--- src/rtl/gpio_ctl_pkg.sv ---
package gpio_ctl_pkg;

    localparam int OE_BIT  = 2;
    localparam int ST_BIT  = 1;
    localparam int VAL_BIT = 0;

    typedef enum logic [1:0] {
        NMI_IDLE = 2'd0,
        NMI_HIGH = 2'd1,
        NMI_LOW  = 2'd2
    } nmi_state_e;

    typedef struct packed {
        logic [7:0] rdata;
        logic       irq_lvl;
        logic       irq_edge;
        logic       err_oe;
        logic       err_unrt;
    } top_regs_t;

endpackage

--- src/rtl/gpio_nmi_seq.sv ---
module gpio_nmi_seq
    import gpio_ctl_pkg::*;
(
    input  logic clk,
    input  logic rst_n,
    input  logic nmi_req,
    output logic step_vld,
    output logic step_val
);

    nmi_state_e st_d, st_q;

    always_comb begin
        st_d = st_q;
        case (st_q)
            NMI_IDLE: if (nmi_req) st_d = NMI_HIGH;
            NMI_HIGH: st_d = NMI_LOW;
            default:  st_d = NMI_IDLE;
        endcase
    end

    always_ff @(posedge clk or negedge rst_n) begin
        if (!rst_n) st_q <= NMI_IDLE;
        else        st_q <= st_d;
    end

    assign step_vld = (st_q != NMI_IDLE);
    assign step_val = (st_q == NMI_HIGH);

    // the high step is always followed by the low step
    a_r9_high_then_low: assert property (@(posedge clk) disable iff (!rst_n)
        (step_vld && step_val) |=> (step_vld && !step_val));

    // a request during the low step starts no new sequence
    a_r9_no_retrigger: assert property (@(posedge clk) disable iff (!rst_n)
        (step_vld && !step_val) |=> !step_vld);

endmodule

--- src/rtl/gpio_pin_cell.sv ---
module gpio_pin_cell
    import gpio_ctl_pkg::*;
#(
    parameter logic [7:0] RST_VAL = 8'h00
) (
    input  logic       clk,
    input  logic       rst_n,
    input  logic       wr_hit,
    input  logic [7:0] wdata,
    input  logic       evt_hit,
    input  logic       evt_state,
    input  logic       seq_hit,
    input  logic       seq_state,
    output logic [7:0] byte_q,
    output logic       sig_chg,
    output logic       sig_state
);

    logic [7:0] byte_d;
    logic [7:0] after_wr;
    logic [7:0] after_ev;
    logic       ev_chg;
    logic       seq_chg;

    always_comb begin
        after_wr = byte_q;
        if (wr_hit) begin
            after_wr         = wdata;
            after_wr[ST_BIT] = wdata[OE_BIT] ? wdata[VAL_BIT] : byte_q[ST_BIT];
        end
        after_ev = after_wr;
        ev_chg   = 1'b0;
        if (evt_hit) begin
            after_ev[ST_BIT] = evt_state;
            ev_chg           = (evt_state != after_wr[ST_BIT]);
        end
        byte_d  = after_ev;
        seq_chg = 1'b0;
        if (seq_hit) begin
            byte_d[ST_BIT] = seq_state;
            seq_chg        = (seq_state != after_ev[ST_BIT]);
        end
        sig_chg   = ev_chg || seq_chg;
        sig_state = byte_d[ST_BIT];
    end

    always_ff @(posedge clk or negedge rst_n) begin
        if (!rst_n) byte_q <= RST_VAL;
        else        byte_q <= byte_d;
    end

    // a lone write lands in every field except the state bit
    a_r5_write_fields: assert property (@(posedge clk) disable iff (!rst_n)
        (wr_hit && !evt_hit && !seq_hit) |=>
            (byte_q[7:3] == $past(wdata[7:3]) && byte_q[OE_BIT] == $past(wdata[OE_BIT])
             && byte_q[VAL_BIT] == $past(wdata[VAL_BIT])));

    // an event sets the state bit when no sequencer step follows it
    a_r6_event_state: assert property (@(posedge clk) disable iff (!rst_n)
        (evt_hit && !seq_hit) |=> (byte_q[ST_BIT] == $past(evt_state)));

    // the sequencer step is applied last
    a_r12_seq_last: assert property (@(posedge clk) disable iff (!rst_n)
        seq_hit |=> (byte_q[ST_BIT] == $past(seq_state)));

endmodule

--- src/rtl/gpio_ctl_regfile.sv ---
module gpio_ctl_regfile
    import gpio_ctl_pkg::*;
#(
    parameter int NPINS     = 36,
    parameter int LVL_BYTES = 8,
    parameter int AW        = 6,
    parameter int IW        = 6,
    parameter int LVL_PIN   = 1,
    parameter int EDGE_PIN  = 9
) (
    input  logic          clk,
    input  logic          rst_n,
    input  logic          bus_rd,
    input  logic          bus_wr,
    input  logic [AW-1:0] bus_addr,
    input  logic [7:0]    bus_wdata,
    output logic [7:0]    bus_rdata,
    input  logic          pin_evt_valid,
    input  logic [IW-1:0] pin_evt_idx,
    input  logic          pin_evt_state,
    input  logic          nmi_req,
    output logic          irq_level_n_pin,
    output logic          irq_edge_pin,
    output logic          err_in_on_output,
    output logic          err_unrouted
);

    localparam int CTRL_BASE = LVL_BYTES;
    localparam int CTRL_END  = LVL_BYTES + NPINS;

    logic [7:0]       pin_byte [NPINS];
    logic [NPINS-1:0] cell_chg;
    logic [NPINS-1:0] cell_st;
    logic             step_vld;
    logic             step_val;

    gpio_nmi_seq u_nmi (
        .clk      (clk),
        .rst_n    (rst_n),
        .nmi_req  (nmi_req),
        .step_vld (step_vld),
        .step_val (step_val)
    );

    for (genvar g = 0; g < NPINS; g++) begin : g_pin
        localparam logic [7:0] RV = (g == LVL_PIN) ? 8'h02 : 8'h00;
        gpio_pin_cell #(.RST_VAL(RV)) u_cell (
            .clk       (clk),
            .rst_n     (rst_n),
            .wr_hit    (bus_wr && (bus_addr == AW'(CTRL_BASE + g))),
            .wdata     (bus_wdata),
            .evt_hit   (pin_evt_valid && (pin_evt_idx == IW'(g))),
            .evt_state (pin_evt_state),
            .seq_hit   ((g == EDGE_PIN) && step_vld),
            .seq_state (step_val),
            .byte_q    (pin_byte[g]),
            .sig_chg   (cell_chg[g]),
            .sig_state (cell_st[g])
        );
    end

    top_regs_t cur_q, nxt_d;
    logic [7:0] rd_look;
    logic       evt_oe;

    always_comb begin
        rd_look = 8'h00;
        evt_oe  = 1'b0;
        for (int i = 0; i < NPINS; i++) begin
            if (bus_addr == AW'(CTRL_BASE + i)) rd_look = pin_byte[i];
            if (pin_evt_idx == IW'(i))          evt_oe  = pin_byte[i][OE_BIT];
        end
    end

    always_comb begin
        nxt_d          = cur_q;
        nxt_d.err_oe   = 1'b0;
        nxt_d.err_unrt = 1'b0;
        if (bus_rd) nxt_d.rdata = rd_look;
        if (cell_chg[LVL_PIN])  nxt_d.irq_lvl  = !cell_st[LVL_PIN];
        if (cell_chg[EDGE_PIN]) nxt_d.irq_edge = cell_st[EDGE_PIN];
        if (pin_evt_valid) begin
            nxt_d.err_oe   = evt_oe;
            nxt_d.err_unrt = (pin_evt_idx != IW'(LVL_PIN)) && (pin_evt_idx != IW'(EDGE_PIN));
        end
    end

    always_ff @(posedge clk or negedge rst_n) begin
        if (!rst_n) cur_q <= '0;
        else        cur_q <= nxt_d;
    end

    assign bus_rdata        = cur_q.rdata;
    assign irq_level_n_pin  = cur_q.irq_lvl;
    assign irq_edge_pin     = cur_q.irq_edge;
    assign err_in_on_output = cur_q.err_oe;
    assign err_unrouted     = cur_q.err_unrt;

    // level bytes read as zero
    a_r3_level_read_zero: assert property (@(posedge clk) disable iff (!rst_n)
        (bus_rd && (32'(bus_addr) < CTRL_BASE)) |=> (bus_rdata == 8'h00));

    // offsets above the control bytes read as zero
    a_r4_high_read_zero: assert property (@(posedge clk) disable iff (!rst_n)
        (bus_rd && (32'(bus_addr) >= CTRL_END)) |=> (bus_rdata == 8'h00));

    // read data holds without a read strobe
    a_r2_rdata_hold: assert property (@(posedge clk) disable iff (!rst_n)
        !bus_rd |=> $stable(bus_rdata));

    // without an event the level interrupt does not move
    a_r7_level_only_on_event: assert property (@(posedge clk) disable iff (!rst_n)
        !pin_evt_valid |=> $stable(irq_level_n_pin));

    // event on an unrouted pin raises the flag
    a_r11_unrouted_flag: assert property (@(posedge clk) disable iff (!rst_n)
        (pin_evt_valid && pin_evt_idx != IW'(LVL_PIN) && pin_evt_idx != IW'(EDGE_PIN))
            |=> err_unrouted);

    // flags are single-cycle pulses tied to events
    a_r10_flags_need_event: assert property (@(posedge clk) disable iff (!rst_n)
        !pin_evt_valid |=> (!err_in_on_output && !err_unrouted));

endmodule

--- config.mk ---
export PLATFORM = sky130hd
export DESIGN_NAME = gpio_ctl_regfile
export DESIGN_NICKNAME = d
export VERILOG_FILES = /design/src/rtl/gpio_ctl_pkg.sv /design/src/rtl/gpio_nmi_seq.sv /design/src/rtl/gpio_pin_cell.sv /design/src/rtl/gpio_ctl_regfile.sv
export SDC_FILE = /design/constraint.sdc
export NUM_CORES = 1
export LEC_CHECK = 0
export ABC_AREA = 0
export BUFFER_PORTS_ARGS = -buffer_cell sky130_fd_sc_hd__buf_2
export CAP_MARGIN = 20
export CORE_ASPECT_RATIO = 1.2
export CORE_MARGIN = 2
export CORE_UTILIZATION = 50
export CTS_CLUSTER_SIZE = 24
export DETAILED_ROUTE_END_ITERATION = 10
export PLACE_DENSITY = 0.66
export SLEW_MARGIN = 20
export SYNTH_ARGS = -nofsm -noshare
export SYNTH_HDL_FRONTEND = slang
export SYNTH_SLANG_ARGS = --single-unit
--- constraint.sdc ---
create_clock -name clk -period 3.37 [get_ports clk]
set_clock_uncertainty 0.15 [all_clocks]
set_input_delay 0.337 -clock clk [delete_from_list [all_inputs] [get_ports clk]]
set_output_delay 0.337 -clock clk [all_outputs]
set_load 0.01 [all_outputs]
==> metrics.md <==
| Metric | Value |
|---|---|
| CORE AREA | `31450 sq um` |
| Most used cell, CP | `buf_4` |
| Vias in the first global route | `13141` |
| Wire length on met1 | `~19000 um` |
| Static Leakage | `between 8 and 9 nW` |
| Met2 wire len | `24520 um` |
| Worst path slowest cell | `nor4bb_2` |
| Die H | `about 200 um` |
| Critical Path Fanout Max | `21` |
| Synthesized flop and latch total | `about 300` |
| Outcome | `finished with violations` |
| CP max stage delay | `0.72 ns` |
| CP cell instances | `buf_2, buf_4, nor4bb_2, nand3_1, o311ai_0, buf_4, o21ai_0, a21oi_1, a2bb2oi_1` |
| H-tree depth | `2` |
| Overflow after GRT | `0` |
| Via/cell ratio | `about 6.4` |
| Switching share of power | `between 20% and 30%` |
| Starting Density | `50.97%` |
| I/O Pins | `39` |
| Final instance area | `about 18000 sq um` |
| Gates resized, CTS repair | `0` |
| Root Driver | `clkbuf_16` |
| Routed wire per std cell | `about 25 um` |
| Largest cells by area after synthesis | `dfrtp_1 (47%), mux2_2 (16%), nand2_1 (4.5%), mux2i_1 (3.9%), o21ai_0 (3.7%)` |
| Placed Area | `around 17000 sq um` |
| Largest net degree at the start of global routing | `between 70 and 80` |
| CTS tree | `yes` |
| Unrepaired setup endpoints after global routing | `false` |
| ANT nets after route | `0` |
| Max-slew violation count | `0` |
| Number of diodes | `0` |
| Width of the die | `approximately 170 um` |
| Layout cell share with drive strength beyond 1 | `roughly 28%` |
| Most frequent cell after synthesis | `dfrtp_1` |
| I/O Buffers | `37` |
| Post-Syn Area | `between 15000 and 20000 sq um` |
| Routability cong. | `0.9103` |
| Share of Yosys cell area claimed by the top area cell type | `roughly 47%` |
| Crit Reg-Reg Endpoint | `bus_rdata[1]$_DFFE_PN0P_` |
| # fillers | `between 2000 and 3000` |
| Max Clk Rate | `~400 MHz` |
| Met3 WL | `around 3600 um` |
| Final Total Pwr | `between 0.009 and 0.01 W` |
| Seq pwr share | `47.6%` |
| Die area | `between 30000 and 40000 sq um` |
| Most used DFF post-synth | `dfrtp_1` |
| Post-synthesis sequential area ratio | `between 40% and 50%` |
| Top routing layer used | `met4` |
| Post-DP HPWL | `roughly 34000 um` |
| Async set or reset register ratio after synthesis | `between 90% and 100%` |
| Critical Path RT | `between 3 and 4 ns` |
| P_int | `approximately 0.007 W` |
| Final Setup Violations | `0` |
| Final Util | `about 57%` |
| Drt total wl | `roughly 50000 um` |
| GR Util All Layers | `29.97%` |
| CTS buffer count | `34` |
| HP Class | `input port to flop` |
| Max Buffers Root-to-Sink | `3` |
| Setup TNS Final | `0 ns` |
| Top cells by count, synth | `dfrtp_1 (301), mux2_2 (234), nand2_1 (191)` |
| VDD IR max | `about 0.36 mV` |
| Area leader, netlist | `dfrtp_1` |
| Worst EP arrival | `approximately 2.8 ns` |
| Tightest Pin Transition | `between 0.9 and 1 ns` |
| Synth unique cells | `83` |
| Clk Latency, worst-skew pair | `0.52 ns` |
| CP Capture Point | `bus_rdata[7]$_DFFE_PN0P_` |
| Final worst path period share | `between 70% and 80%` |
| Area Growth Syn to Fin | `12.10%` |
| Clock power frac | `between 30% and 40%` |
| Max-capacitance violation count | `0` |
| First-pass DRT Iterations | `8` |
| Crit start category | `input port` |
| R2r setup slk | `approximately 1.1 ns` |
| Gate power share | `14.9%` |
| Critical path class | `input port to flop` |
| Initial antenna violation count | `0` |
| Pwr Density | `~520 nW/um^2` |
| Reg-to-Reg Start | `g_pin[3].u_cell.byte_q[1]$_DFFE_PN0P_` |
| Psw | `between 0.002 and 0.003 W` |
| EDFF count, synth | `0` |
| Violations in the final reports | `DRC` |
| Relative slew slack | `roughly 34%` |
| Initial DRC count | `approximately 1300` |
| Final Critical Period | `2.512 ns` |
| Via count | `between 10000 and 15000` |
| Net Count, Synth | `around 1600` |
| Gate Count Post-Synth | `roughly 1500` |
| Synth warn | `0` |
| Clock slew at reported path FFs | `around 0.06 ns` |
| Syn avg cell area | `between 10 and 15 sq um` |
| First-pass GRT wire length | `78040 um` |
| Worst R2R Path Depth | `6` |
| Rows | `approximately 70` |
| Worst setup path start | `bus_addr[2]` |
| CTS Sinks | `302` |
| Hold_ws | `between 0.06 and 0.07 ns` |
| Final hold violations | `0` |
| Final #Nets | `between 1500 and 2000` |
| CP Capture Type | `flop` |
| Remaining DRCs | `2` |
## power groups by stage
| stage | Clock [W] | Combinational, W | Sequential, W |
|---|---|---|---|
| after global placement | 0 | 0.00135 | 0.00449 |
| after floorplan | 0 | 0.000950 | 0.00442 |
| final | 0.00352 | 0.00140 | 0.00447 |
| after CTS | 0.00356 | 0.00140 | 0.00446 |
| after detailed placement | 0 | 0.00139 | 0.00452 |
| after global routing | 0.00372 | 0.00153 | 0.00452 |
## stage by stage
stage	setup slack [ns]	instances
4_1_cts	0.9216	2000
6_report	0.8583	2000
3_5_place_dp	0.4114	1944
5_1_grt	0.6291	2000
3_3_place_gp	0.4608	1944
2_1_floorplan	1.168	1539
## cell type report
type,count,area (sq um),share of cell area (%)
clock inverter,7,66.31,0.3691
inverter,13,48.80,0.2716
timing repair buffer,124,933.4,5.195
tap,401,501.7,2.792
clock buffer,47,970.9,5.404
sequential,302,7559,42.07
multi-input combinational,1106,7888,43.90
## routing by layer
metal  vias up  track usage [%]
li1       5684                -
met4         0            14.04
met2       606            50.41
met1      6419            38.21
met3       161            4.446
met5         -                0
## sequential cells by signal, indices dropped and copies added, names as in the netlist
register and cells:
irq_level_n_pin 1, err_in_on_output 1, bus_rdata 8, g_pin.u_cell.byte_q 288
irq_edge_pin 1, u_nmi.st_q 2, err_unrouted 1
## worst max-delay path, delay by kind of cell
family | cells | cell delay (ns)
AND/OR/NAND/NOR | 2 | 0.88
AO/OA/AOI/OAI | 4 | 0.99
buffers and inverters | 3 | 0.57
## layout by cell type, fill, tap and decap left out, types with 24 or more instances in the layout
cell type    n
a21oi_1     74
clkbuf_16   35
nor2_1     104
a31oi_1     24
buf_2       34
nand3_1     36
nand2_1    191
o21ai_0    120
buf_4       81
dfrtp_1    301
mux2_2     234
mux2i_1     62
## worst min path at each step
stage                         from                                     end  cells after the start
finish              pin_evt_idx[5]              err_in_on_output$_DFF_PN0_                      4
detailed placement           rst_n  g_pin[35].u_cell.byte_q[6]$_DFFE_PN0P_                      1
global route        pin_evt_idx[5]              err_in_on_output$_DFF_PN0_                      4
CTS                 pin_evt_idx[5]              err_in_on_output$_DFF_PN0_                      4
floorplan                    rst_n                bus_rdata[0]$_DFFE_PN0P_                      0
global placement             rst_n  g_pin[20].u_cell.byte_q[7]$_DFFE_PN0P_                      1
## cell families after synthesis
kind of cell | synth area share [%]
simple gates | 12.83
flops | 47.16
mux | 22.14
buf+inv | 3.708
compound gates | 14.17
## repair_timing
item / in CTS / in global routing
hold buffers: 2 / 0
setup buffers: 0 / 0
endpoints found under the hold margin: 70 / 0
Note: power is estimated with default switching activity, not from simulation.
